<file path="config.mk">
export PLATFORM = sky130hd
export DESIGN_NAME = page_walker
export DESIGN_NICKNAME = d
export VERILOG_FILES = /design/src/rtl/ptw_pkg.sv /design/src/rtl/walk_addr_gen.sv /design/src/rtl/walk_ctrl.sv /design/src/rtl/page_walker.sv
export SDC_FILE = /design/constraint.sdc
export NUM_CORES = 1
export LEC_CHECK = 0
export BUFFER_PORTS_ARGS = -buffer_cell sky130_fd_sc_hd__buf_4
export CORE_MARGIN = 4
export CORE_UTILIZATION = 25
export DETAILED_ROUTE_END_ITERATION = 12
export SYNTH_ARGS = -nofsm -noshare
export SYNTH_HDL_FRONTEND = slang
export SYNTH_SLANG_ARGS = --single-unit
</file>
<file path="constraint.sdc">
create_clock -name clk -period 5 [get_ports clk]
set_input_delay 0 -clock clk [delete_from_list [all_inputs] [get_ports clk]]
set_output_delay 0 -clock clk [all_outputs]
set_load 0.02 [all_outputs]
</file>
<file path="src/rtl/ptw_pkg.sv">
package ptw_pkg;
    parameter int VA_W  = 48;
    parameter int PA_W  = 52;
    parameter int ENT_W = 64;
    parameter int PG_W  = 12;
    parameter int IDX_W = 9;
    parameter int LVLS  = 4;

    localparam int LVL_W  = $clog2(LVLS);
    localparam int ENT_B  = $clog2(ENT_W / 8);
    localparam int BASE_W = PA_W - PG_W;

    typedef enum logic [2:0] {
        W_IDLE,
        W_READ,
        W_WAIT,
        W_DONE,
        W_FAULT
    } walk_st_e;

    typedef struct packed {
        logic              fault;
        logic [LVL_W-1:0]  level;
        logic [PA_W-1:0]   pa;
    } walk_rsp_t;

    // Index field for a level: level 0 uses the highest field.
    function automatic logic [IDX_W-1:0] va_index(input logic [VA_W-1:0] va,
                                                  input logic [LVL_W-1:0] lvl);
        int sh;
        sh = PG_W + IDX_W * (LVLS - 1 - int'(lvl));
        return va[sh +: IDX_W];
    endfunction
endpackage

</file>
<file path="src/rtl/walk_addr_gen.sv">
module walk_addr_gen
    import ptw_pkg::*;
(
    input  logic [BASE_W-1:0] tbl_base,
    input  logic [VA_W-1:0]   va,
    input  logic [LVL_W-1:0]  lvl,
    output logic [PA_W-1:0]   ent_addr
);
    logic unused_va_low;
    assign unused_va_low = ^va[PG_W-1:0];

    // Table is size-aligned: the scaled index simply fills the page offset.
    assign ent_addr = {tbl_base, va_index(va, lvl), {ENT_B{1'b0}}};
endmodule

</file>
<file path="src/rtl/walk_ctrl.sv">
module walk_ctrl
    import ptw_pkg::*;
(
    input  logic              clk,
    input  logic              rst,
    input  logic              req_valid,
    input  logic [VA_W-1:0]   req_va,
    input  logic [PA_W-1:0]   req_root,
    output logic              req_ready,
    output logic              mem_req_valid,
    input  logic              mem_req_ready,
    input  logic              mem_rsp_valid,
    input  logic [ENT_W-1:0]  mem_rsp_data,
    output logic [BASE_W-1:0] cur_base,
    output logic [VA_W-1:0]   cur_va,
    output logic [LVL_W-1:0]  cur_lvl,
    output logic              rsp_valid,
    output walk_rsp_t         rsp
);
    walk_st_e          st;
    logic [BASE_W-1:0] base_q;
    logic [VA_W-1:0]   va_q;
    logic [LVL_W-1:0]  lvl_q;
    walk_rsp_t         rsp_q;
    logic              present;
    logic              last_lvl;
    logic [BASE_W-1:0] ent_base;

    logic unused_bits;
    assign unused_bits = ^{mem_rsp_data[ENT_W-1:PA_W], mem_rsp_data[PG_W-1:1],
                           req_root[PG_W-1:0]};

    assign present  = mem_rsp_data[0];
    assign ent_base = mem_rsp_data[PA_W-1:PG_W];
    assign last_lvl = (lvl_q == LVL_W'(LVLS - 1));

    always_ff @(posedge clk) begin
        if (rst) begin
            st     <= W_IDLE;
            base_q <= '0;
            va_q   <= '0;
            lvl_q  <= '0;
            rsp_q  <= '0;
        end else begin
            case (st)
                W_IDLE: if (req_valid) begin
                    va_q   <= req_va;
                    base_q <= req_root[PA_W-1:PG_W];
                    lvl_q  <= '0;
                    st     <= W_READ;
                end
                W_READ: if (mem_req_ready) st <= W_WAIT;
                W_WAIT: if (mem_rsp_valid) begin
                    if (!present) begin
                        rsp_q <= '{fault: 1'b1, level: lvl_q, pa: '0};
                        st    <= W_FAULT;
                    end else if (last_lvl) begin
                        rsp_q <= '{fault: 1'b0, level: lvl_q,
                                   pa: {ent_base, va_q[PG_W-1:0]}};
                        st    <= W_DONE;
                    end else begin
                        base_q <= ent_base;
                        lvl_q  <= lvl_q + 1'b1;
                        st     <= W_READ;
                    end
                end
                W_DONE, W_FAULT: st <= W_IDLE;
                default: st <= W_IDLE;
            endcase
        end
    end

    assign req_ready     = (st == W_IDLE);
    assign mem_req_valid = (st == W_READ);
    assign rsp_valid     = (st == W_DONE) || (st == W_FAULT);
    assign rsp           = rsp_q;
    assign cur_base      = base_q;
    assign cur_va        = va_q;
    assign cur_lvl       = lvl_q;


    one_read_in_flight_chk: assert property (@(posedge clk) disable iff (rst)
        mem_req_valid && mem_req_ready |=> !mem_req_valid);


    rsp_single_pulse_chk: assert property (@(posedge clk) disable iff (rst)
        rsp_valid |=> req_ready && !rsp_valid);


    fault_cause_chk: assert property (@(posedge clk) disable iff (rst)
        rsp_valid && rsp.fault |-> $past(mem_rsp_valid) && !$past(mem_rsp_data[0]));


    success_level_chk: assert property (@(posedge clk) disable iff (rst)
        rsp_valid && !rsp.fault |-> rsp.level == LVL_W'(LVLS - 1) && $past(mem_rsp_data[0]));
endmodule

</file>
<file path="src/rtl/page_walker.sv">
module page_walker
    import ptw_pkg::*;
(
    input  logic              clk,
    input  logic              rst,
    input  logic              req_valid,
    output logic              req_ready,
    input  logic [VA_W-1:0]   req_va,
    input  logic [PA_W-1:0]   req_root,
    output logic              mem_req_valid,
    input  logic              mem_req_ready,
    output logic [PA_W-1:0]   mem_req_addr,
    input  logic              mem_rsp_valid,
    input  logic [ENT_W-1:0]  mem_rsp_data,
    output logic              rsp_valid,
    output logic              rsp_fault,
    output logic [LVL_W-1:0]  rsp_level,
    output logic [PA_W-1:0]   rsp_pa
);
    logic [BASE_W-1:0] cur_base;
    logic [VA_W-1:0]   cur_va;
    logic [LVL_W-1:0]  cur_lvl;
    walk_rsp_t         rsp;

    walk_ctrl u_ctrl (
        .clk          (clk),
        .rst          (rst),
        .req_valid    (req_valid),
        .req_va       (req_va),
        .req_root     (req_root),
        .req_ready    (req_ready),
        .mem_req_valid(mem_req_valid),
        .mem_req_ready(mem_req_ready),
        .mem_rsp_valid(mem_rsp_valid),
        .mem_rsp_data (mem_rsp_data),
        .cur_base     (cur_base),
        .cur_va       (cur_va),
        .cur_lvl      (cur_lvl),
        .rsp_valid    (rsp_valid),
        .rsp          (rsp)
    );

    walk_addr_gen u_addr (
        .tbl_base(cur_base),
        .va      (cur_va),
        .lvl     (cur_lvl),
        .ent_addr(mem_req_addr)
    );

    assign rsp_fault = rsp.fault;
    assign rsp_level = rsp.level;
    assign rsp_pa    = rsp.pa;


    hold_read_req_chk: assert property (@(posedge clk) disable iff (rst)
        mem_req_valid && !mem_req_ready |=> mem_req_valid && $stable(mem_req_addr));


    one_phase_chk: assert property (@(posedge clk) disable iff (rst)
        $onehot0({req_ready, mem_req_valid, rsp_valid}));
endmodule

</file>
==> qor.yml, run 1 <==
outcome: "finished, final reports clean"
post_cts_resized: 0
clock_latency_ns: 0.42
hold_viol: 0
fp.dieH_um: 172
setup_viol: 0
drv_slew: 0
r2r_end: "u_ctrl.cur_base[13]$_SDFFE_PP0P_"
slew_headroom: 0.258
syn_inst: 723
worstPathArrival_ns: 2.94
final.period_utilization: 0.588
worstHoldStart: "req_root[44]"
die_x_um: 172
ys_seq_area_frac: 0.441
final_common_cell: "buf_4"
io_pins: 279
area_growth_syn_to_layout_pct: 57.1
grt_max_degree: 102
dp_slack_ns: 2.16
cts.sinks: 148
cts.clk_slew.worst_paths_ns: 0.07
port_buffers: 240
instances_no_fill: 1402
critical_path_class: "reg2out"
drtIter0Drc: 309
highest_layer: "met4"
routedWlPerCell_um: 16.4
route.detailed.drc: 0
finalSetupTns_ns: 0
holdPathEnd: "u_ctrl.cur_base[32]$_SDFFE_PP0P_"
endpoint_kind: "output pin"
rows: 59
synth_area_sq_um: 6710
die_area_sq_um: 29500
synth_seq_cells: 148
nets: 1226
vias: 6506
crit_path_start_kind: "flip-flop"
start_util: 0.256
grt-ovfl-total: 0
setup_ws_ns: 2.06
rr_startpoint: "u_ctrl.cur_lvl[0]$_SDFFE_PP0P_"
p_per_area_nw_per_um2: 298
r2r_cells: 7
r2r_slack_ns: 2.24
ys.flop_type: "dfxtp_1"
drv_cap: 0
cts_hold_buf: 130
routed_wirelength_um: 22900
wl_met1_um: 9790
rsz0062_at_grt: "no"
htree_levels: 4
cts_root_buf: "clkbuf_16"
crit_required_ns: 5.00
place_congestion: 0.866
dp.cells: 1241
worstPathMaxFanout: 17
skew_ns: 0.0111
antenna_cells: 0
worst_pin_slew_ns: 1.11
min_period_ns: 2.94
dr_wl_met2_um: 11400
whs_path_depth: 3
power_leakage_nw: 4.14
grtUsageTotal: 0.148
core-area_sq_um: 26200
min_path_type: "in2reg"
wl_met3_um: 1110
vdd_drop_max_v: 0.000187
viasPerCell: 4.64
final_cell_mix: "buf_4 (247), dfxtp_1 (148), dlygate4sd3_1 (130)"
cts_made_buffers: 17
synth.distinct_cells: 40
antenna_found_initial: 0
syn_area_per_cell_sq_um: 9.28
dp_hpwl_um: 15000
nFillCells: 2591
cts_tree: "done"
dr.pass1.iters: 5
grt_pass1_wl_um: 34700
max_freq_mhz: 340
cts.path.max_buffers: 2
fin_util: 0.402
async_flop_share: 0
postCtsSetupBuffers: 0
grt_pass1_vias: 6345
ys_warn_count: 0
synth_edf_count: 0
ant_nets: 0
layout-drive-gt1-share: 0.345
-- cells by family (layout without fill, tap and decap cells) --
family                   Yosys count  after routing  share of synthesized area
other                              1              3                   0.000559
buffers and inverters             71            413                     0.0582
AO/OA/AOI/OAI                    178            178                      0.200
flip-flops                       148            148                      0.441
multiplexers                      75             75                      0.136
adder cells (fa/ha/maj)            2              2                    0.00373
AND/OR/NAND/NOR                  248            248                      0.161
-- synthesized netlist by cell type, types with 3 or more instances --
| master | number | area (sq um) |
|---|---|---|
| a21oi_1 | 71 | 355 |
| buf_4 | 13 | 97.6 |
| o22ai_1 | 4 | 25.0 |
| nor2_1 | 63 | 236 |
| buf_2 | 24 | 120 |
| a211oi_2 | 20 | 250 |
| buf_6 | 3 | 33.8 |
| nand2_1 | 126 | 473 |
| clkbuf_1 | 24 | 90.1 |
| mux2_2 | 7 | 78.8 |
| and3_1 | 4 | 25.0 |
| a22oi_2 | 20 | 250 |
| dfxtp_1 | 148 | 2960 |
| o211ai_1 | 3 | 22.5 |
| mux2i_1 | 56 | 561 |
| nand3_1 | 16 | 80.1 |
| a22oi_1 | 27 | 203 |
| nor3_1 | 3 | 15.0 |
| nor2_2 | 22 | 138 |
| nand2b_1 | 6 | 37.5 |
| nor2b_1 | 4 | 25.0 |
| inv_1 | 3 | 11.3 |
| mux4_2 | 12 | 270 |
| o21ai_1 | 4 | 20.0 |
| a211oi_1 | 21 | 158 |
-- per-layer routing --
metal  global-route usage  vias up
met5                    0        -
met4               0.0543        0
met3               0.0334       38
met2                0.251      174
met1                0.185     3092
li1                     -     3202
-- metrics by stage --
step | power, mW | instance area [sq um] | hold slack (ns)
after floorplan | 1.56 | 6720 | 0.136
after global placement | 1.76 | 8650 | 0.250
after detailed placement | 1.77 | 8650 | 0.256
after CTS | 3.19 | 10500 | 0.0124
after global routing | 3.28 | 10500 | 0.0393
final | 3.14 | 10500 | 0.0319
-- worst max-delay path by stage --
stage / from / endpoint / slack [ns] / depth (start not counted)
floorplan: u_ctrl.cur_lvl[1]$_SDFFE_PP0P_ / mem_req_addr[5] / 2.87 / 8
global placement: u_ctrl.cur_lvl[0]$_SDFFE_PP0P_ / u_ctrl.cur_base[16]$_SDFFE_PP0P_ / 2.26 / 7
detailed placement: u_ctrl.cur_lvl[0]$_SDFFE_PP0P_ / u_ctrl.cur_base[36]$_SDFFE_PP0P_ / 2.16 / 7
CTS: u_ctrl.cur_lvl[0]$_SDFFE_PP0P_ / mem_req_addr[6] / 2.04 / 8
global route: u_ctrl.cur_lvl[0]$_SDFFE_PP0P_ / mem_req_addr[6] / 1.82 / 8
finish: u_ctrl.cur_lvl[0]$_SDFFE_PP0P_ / mem_req_addr[6] / 2.06 / 8
-- power by group --
| part | switching (mW) | total, mW | leakage, nW | internal (mW) |
|---|---|---|---|---|
| logic | 0.267 | 0.537 | 2.66 | 0.270 |
| registers | 0.0436 | 1.28 | 1.21 | 1.24 |
| clock network | 0.570 | 1.32 | 0.277 | 0.749 |
-- critical path, cell delays in order (launching register included) --
cell and delay, ns:
dfxtp_1 0.58, buf_4 0.35, inv_1 0.12, ha_1 0.46, nor2b_1 0.41, a22oi_1 0.16, o211ai_1 0.11, o22ai_1 0.13
buf_4 0.19
-- flip-flops by register name, summed over array words and instances, names as in the netlist --
signal	cells
u_ctrl.cur_base	40
u_ctrl.cur_lvl	2
u_ctrl.cur_va	48
u_ctrl.rsp	55
u_ctrl.st	3
-- area by class of cell --
class	count	area [sq um]	share of cell area
Tap cell	335	419	0.0397
Timing Repair Buffer	378	3170	0.300
Clock buffer	17	425	0.0403
Clock inverter	14	165	0.0157
Multi-Input combinational cell	506	3390	0.322
Inverter	4	15.0	0.00142
Sequential cell	148	2960	0.281
Power figures use the tool's default switching activity.
==> run 2, diff against run 1 <==
==> constraint.sdc (replaced) <==
create_clock -name clk -period 2.6 [get_ports clk]
set_input_delay 0 -clock clk [delete_from_list [all_inputs] [get_ports clk]]
set_output_delay 0 -clock clk [all_outputs]
set_load 0.02 [all_outputs]
==> run 2 against run 1 <==
- final cell count increased by 0.71%
- clock power grew 89%
- combinational power increased by 97%
- global-route usage rose by 0.52 points
- largest cell class unchanged
- sequential power rose by 93%
- final area up 1.4%
- clock skew increased by 0.0022 ns
- core utilization grew 0.56 points
- highest routed layer unchanged
- sequential cell count stayed put
- die area did not move
- via count shrank 0.25%
- worst hold slack better by 0.022 ns
==> qor.yml, run 2 (synthesis gave the netlist of run 1 again) <==
outcome: "finished, final reports clean"
drv_cap: 0  # unchanged
p_comb_frac: 0.176  # +0.005
port_buffers: 240  # unchanged
viasPerCell: 4.60  # -0.95%
largest_reg_flops: 55  # unchanged
p_per_area_nw_per_um2: 563  # +89%
min_period_ns: 2.30
r2r_slack_ns: 0.45  # -1.79 ns
core-area_sq_um: 26200  # unchanged
critical_path_class: "reg2out"
critPathCapture: "mem_req_addr[6]"
rr_startpoint: "u_ctrl.cur_lvl[0]$_SDFFE_PP0P_"
swShare: 0.298  # +0.0174
htree_levels: 4  # unchanged
start_util: 0.256  # unchanged
hold_ws_ns: 0.0541  # +0.0222 ns
io_pins: 279  # unchanged
vias: 6490  # -0.25%
cts.clk_slew.worst_paths_ns: 0.08  # about the same
grtUsageTotal: 0.153  # +0.00516
nets: 1234  # +0.65%
route.detailed.drc: 0  # unchanged
fin_util: 0.408  # +0.00563
drtIter0Drc: 333  # +7.8%
cp_slowest_stage_delay_ns: 0.47  # -0.11 ns
min_path_type: "in2reg"
cts.sinks: 148  # unchanged
p_sw_mw: 1.79  # +100%
worstPathArrival_ns: 2.30  # -0.64 ns
finalSetupTns_ns: 0  # unchanged
die_area_sq_um: 29500  # unchanged
cts_made_buffers: 17  # unchanged
r2r_cells: 6  # -1
worst_pin_slew_ns: 0.727  # -0.385 ns
crit_required_ns: 2.60  # -2.40 ns
clock_latency_ns: 0.42  # about the same
r2r_end: "u_ctrl.cur_base[37]$_SDFFE_PP0P_"
cpMaxStageDelayCell: "ha_1"
power_leakage_nw: 4.22  # +1.8%
nFillCells: 2559  # -1.2%
final_common_cell: "buf_4"
slew_headroom: 0.515  # +0.257
dr.pass1.iters: 4  # -1
cts_root_buf: "clkbuf_16"
max_freq_mhz: 435
cts_tree: "done"
area_growth_syn_to_layout_pct: 59.3
vdd_drop_max_v: 0.000282  # +51%
routed_wirelength_um: 23100  # +0.76%
fp.dieH_um: 172  # unchanged
critPathLaunch: "u_ctrl.cur_lvl[0]$_SDFFE_PP0P_"
dp_hpwl_um: 15200  # +1.4%
postCtsSetupBuffers: 0  # unchanged
place_congestion: 0.847  # -2.1%
cts.path.max_buffers: 2  # unchanged
ant_nets: 0  # unchanged
die_x_um: 172  # unchanged
rsz0062_at_grt: "no"
drv_slew: 0  # unchanged
rows: 59  # unchanged
routedWlPerCell_um: 16.4  # about the same
grt-ovfl-total: 0  # unchanged
setup_viol: 0  # unchanged
worstPathMaxFanout: 10  # -7
crit_path_start_kind: "flip-flop"
final.period_utilization: 0.885
critical_path.cell_chain: "inv_1 -> ha_1 -> nor2b_1 -> a22oi_1 -> o211ai_1 -> o22ai_1 -> buf_4"
skew_ns: 0.0133  # +0.00219 ns
pwr-share-seq: 0.410  # about the same
pwr-share-clk: 0.414  # -0.006
endpoint_kind: "output pin"
layout-drive-gt1-share: 0.349  # +0.00455
hold_viol: 0  # unchanged
antenna_found_initial: 0  # unchanged
grt_max_degree: 79  # -23%
grt_pass1_wl_um: 35600  # +2.7%
internal_power_mw: 4.23  # +87%
grt_pass1_vias: 6482  # +2.2%
final_cell_mix: "buf_4 (248), dfxtp_1 (148), dlygate4sd3_1 (131)"
-- run 2: worst min path at each step --
| stage | start | end | depth (start not counted) |
|---|---|---|---|
| after CTS | rst | u_ctrl.rsp[37]$_SDFFE_PP0P_ | 2 |
| final | rst | u_ctrl.rsp[20]$_SDFFE_PP0P_ | 2 |
| after global placement | mem_rsp_data[32] | u_ctrl.rsp[32]$_SDFFE_PP0P_ | 3 |
| after detailed placement | req_va[26] | u_ctrl.cur_va[26]$_SDFFE_PP0P_ | 3 |
| after floorplan | req_va[39] | u_ctrl.cur_va[39]$_SDFFE_PP0P_ | 2 |
| after global routing | rst | u_ctrl.rsp[22]$_SDFFE_PP0P_ | 2 |
-- run 2: power by group through the flow --
stage / sequential, mW / clock [mW] / combinational [mW]
6_report: 2.47 / 2.49 / 1.06
4_1_cts: 2.47 / 2.59 / 1.07
2_1_floorplan: 2.57 / 0 / 0.427
3_5_place_dp: 2.52 / 0 / 0.905
3_3_place_gp: 2.52 / 0 / 0.898
5_1_grt: 2.48 / 2.69 / 1.15
-- run 2: area by class of cell --
cell class | instances | area, sq um | share of cell area
diodes | 1 | 2.50 | 0.000234
clock buffers | 17 | 425 | 0.0398
clock inverters | 15 | 173 | 0.0161
inverters | 4 | 15.0 | 0.00140
multi-input cells | 506 | 3390 | 0.317
flip-flops and latches | 148 | 2960 | 0.277
well taps | 335 | 419 | 0.0392
repair buffers | 386 | 3300 | 0.309
-- run 2: metal layers --
layer,global-route usage,wire length (um),share of wire,vias to the layer above
met5,0,0,0,-
met4,0.0581,639,0.028,0
met3,0.0350,1020,0.044,41
met2,0.257,11200,0.49,162
met1,0.193,10200,0.44,3071
li1,-,-,-,3216
-- run 2: metrics by stage --
step | area (sq um) | setup slack [ns] | cells | total power [mW]
after floorplan | 6720 | 0.474 | 725 | 3.00
after global placement | 8780 | 0.411 | 1248 | 3.41
after detailed placement | 8780 | 0.374 | 1248 | 3.42
after CTS | 10700 | 0.306 | 1411 | 6.13
after global routing | 10700 | 0.112 | 1411 | 6.32
final | 10700 | 0.299 | 1412 | 6.02
-- run 2: worst max-delay path, delay by kind of cell, from the launching register on --
| kind | cells | cell delay (ns) |
|---|---|---|
| AOI/OAI and AO/OA | 3 | 0.38 |
| buffers and inverters | 2 | 0.28 |
| adders and majority gates | 1 | 0.47 |
| and+or+nand+nor | 1 | 0.38 |
| DFF | 1 | 0.38 |
-- run 2: what timing repair did --
action | in CTS | in global routing
resized for setup | 0 | 0
endpoints found under the hold margin | 142 | 0
hold buffers | 131 | 0
==> run 3, diff against run 2 <==
--- a/config.mk
+++ b/config.mk
@@ -8,7 +8,9 @@
 export BUFFER_PORTS_ARGS = -buffer_cell sky130_fd_sc_hd__buf_4
 export CORE_MARGIN = 4
 export CORE_UTILIZATION = 25
+export CTS_CLUSTER_SIZE = 10
 export DETAILED_ROUTE_END_ITERATION = 12
+export MAX_ROUTING_LAYER = met4
 export SYNTH_ARGS = -nofsm -noshare
 export SYNTH_HDL_FRONTEND = slang
 export SYNTH_SLANG_ARGS = --single-unit
==> run 3 against run 2 <==
- die area is the same
- sequential cell count is the same
- clock skew grew 0.0042 ns
- setup slack gained 0.0067 ns
- critical path depth is the same
- combinational power is essentially flat
- clock power is essentially flat
- via count grew 0.57%
- count of clock-buffer cells in the layout is the same
- routed wire length grew 0.14%
- maximum frequency grew 0.29%
==> qor.yml, run 3 (synthesis gave the netlist of run 1 again) <==
worstPathArrival_ns: 2.29  # about the same
viasPerCell: 4.62  # +0.57%
cts.clk_slew.worst_paths_ns: 0.08  # about the same
grt_pass1_wl_um: 35600  # about the same
cts_made_buffers: 17  # unchanged
multi_input_area_sq_um: 3390  # unchanged
cts_hold_buf: 131  # unchanged
swShare: 0.300  # +0.00252
fp.dieH_um: 172  # unchanged
drtIter0Drc: 303  # -9.0%
nFillCells: 2559  # unchanged
cts_root_buf: "clkbuf_16"
dp_slack_ns: 0.374  # unchanged
routedWlPerCell_um: 16.4  # +0.14%
crit_path_start_kind: "flip-flop"
dr.pass1.iters: 4  # unchanged
skew_ns: 0.0175  # +0.00418 ns
pwr-share-seq: 0.408  # -0.002
rsz0062_at_grt: "no"
area_growth_syn_to_layout_pct: 59.3  # unchanged
setup_viol: 0  # unchanged
r2r_slack_ns: 0.44  # about the same
rows: 59  # unchanged
drv_slew: 0  # unchanged
clock_latency_ns: 0.43  # about the same
min_path_type: "in2reg"
final_cell_mix: "buf_4 (248), dfxtp_1 (148), dlygate4sd3_1 (131)"
p_comb_frac: 0.176  # about the same
critical_path_class: "reg2out"
routed_wirelength_um: 23100  # +0.14%
core-area_sq_um: 26200  # unchanged
dp_hpwl_um: 15200  # unchanged
grt_pass1_vias: 6481  # -0.015%
r2r_end: "u_ctrl.cur_base[37]$_SDFFE_PP0P_"
grtUsageTotal: 0.158  # +0.00468
finalSetupTns_ns: 0  # unchanged
worst_pin_slew_ns: 0.738  # +0.0102 ns
route.detailed.drc: 0  # unchanged
r2r_cells: 6  # unchanged
antenna_found_initial: 0  # unchanged
grt_max_degree: 79  # unchanged
post_cts_resized: 0  # unchanged
layout-drive-gt1-share: 0.349  # unchanged
final_common_cell: "buf_4"
holdPathEnd: "u_ctrl.rsp[20]$_SDFFE_PP0P_"
cts.path.max_buffers: 2  # unchanged
cts.sinks: 148  # unchanged
seqCellArea_sq_um: 2960  # unchanged
dpl_cell_area_sq_um: 8780  # unchanged
hold_viol: 0  # unchanged
max_freq_mhz: 436  # +0.29%
internal_power_mw: 4.23  # about the same
vias: 6527  # +0.57%
crit_required_ns: 2.60  # about the same
die_area_sq_um: 29500  # unchanged
nets: 1234  # unchanged
outcome: "finished, final reports clean"
io_pins: 279  # unchanged
endpoint_kind: "output pin"
slew_headroom: 0.508  # -0.00679
p_sw_mw: 1.81  # +1.2%
stdcell_area_sq_um: 10700  # unchanged
port_buffers: 240  # unchanged
final.period_utilization: 0.883  # -0.00256
power_leakage_nw: 4.22  # unchanged
hold_ws_ns: 0.0542  # +0.0000986 ns
pwr-share-clk: 0.416  # +0.002
finalPower_mw: 6.04  # +0.38%
min_period_ns: 2.29  # -0.00666 ns
ant_nets: 0  # unchanged
postCtsSetupBuffers: 0  # unchanged
start_util: 0.256  # unchanged
cts_tree: "done"
setup_ws_ns: 0.305  # +0.00666 ns
worstHoldStart: "rst"
whs_path_depth: 2  # unchanged
drv_cap: 0  # unchanged
die_x_um: 172  # unchanged
htree_levels: 4  # unchanged
grt-ovfl-total: 0  # unchanged
largest_reg_flops: 55  # unchanged
place_congestion: 0.861  # +1.6%
worstPathMaxFanout: 10  # unchanged
vdd_drop_max_v: 0.000282  # about the same
rr_startpoint: "u_ctrl.cur_lvl[0]$_SDFFE_PP0P_"
p_per_area_nw_per_um2: 565  # +0.38%
## run 3: worst max-delay path by stage
stage | start | end | slack [ns]
final | u_ctrl.cur_lvl[0]$_SDFFE_PP0P_ | mem_req_addr[6] | 0.31
after global routing | u_ctrl.cur_lvl[0]$_SDFFE_PP0P_ | mem_req_addr[4] | 0.11
after CTS | u_ctrl.cur_lvl[0]$_SDFFE_PP0P_ | mem_req_addr[6] | 0.31
after detailed placement | u_ctrl.cur_lvl[0]$_SDFFE_PP0P_ | u_ctrl.cur_base[36]$_SDFFE_PP0P_ | 0.37
after global placement | u_ctrl.cur_lvl[0]$_SDFFE_PP0P_ | u_ctrl.cur_base[36]$_SDFFE_PP0P_ | 0.41
after floorplan | u_ctrl.cur_lvl[1]$_SDFFE_PP0P_ | mem_req_addr[5] | 0.47
## run 3: area by class of cell
cell class | count | area share
well taps | 335 | 0.0392
clock inverters | 15 | 0.0161
inverters | 4 | 0.00140
repair buffers | 386 | 0.309
diodes | 1 | 0.000234
flip-flops and latches | 148 | 0.277
multi-input cells | 506 | 0.317
clock buffers | 17 | 0.0398
## run 3: worst max-delay path, cell delays in order, from the launching register on
cell and delay, ns:
dfxtp_1 0.38, inv_1 0.10, ha_1 0.46, nor2b_1 0.38, a22oi_1 0.15, o211ai_1 0.11, o22ai_1 0.12, buf_4 0.18
## run 3: metrics by stage
step / utilization / cells
after floorplan: - / 725
after global placement: 0.335 / 1248
after detailed placement: 0.335 / 1248
after CTS: 0.408 / 1411
after global routing: 0.408 / 1411
final: 0.408 / 1412
## run 3: power groups by stage
stage	registers, mW	logic (mW)	clock network [mW]
final	2.47	1.06	2.51
after global routing	2.48	1.14	2.69
after CTS	2.47	1.07	2.59
after detailed placement	2.52	0.905	0
after global placement	2.52	0.898	0
after floorplan	2.57	0.427	0
## run 3: layer usage
layer  vias to the layer above  wire length, um  track usage
met2                       165            11300        0.258
li1                       3217                -            -
met4                         0              612       0.0581
met5                         -                0            -
met1                      3107            10300        0.196
met3                        38              913       0.0302
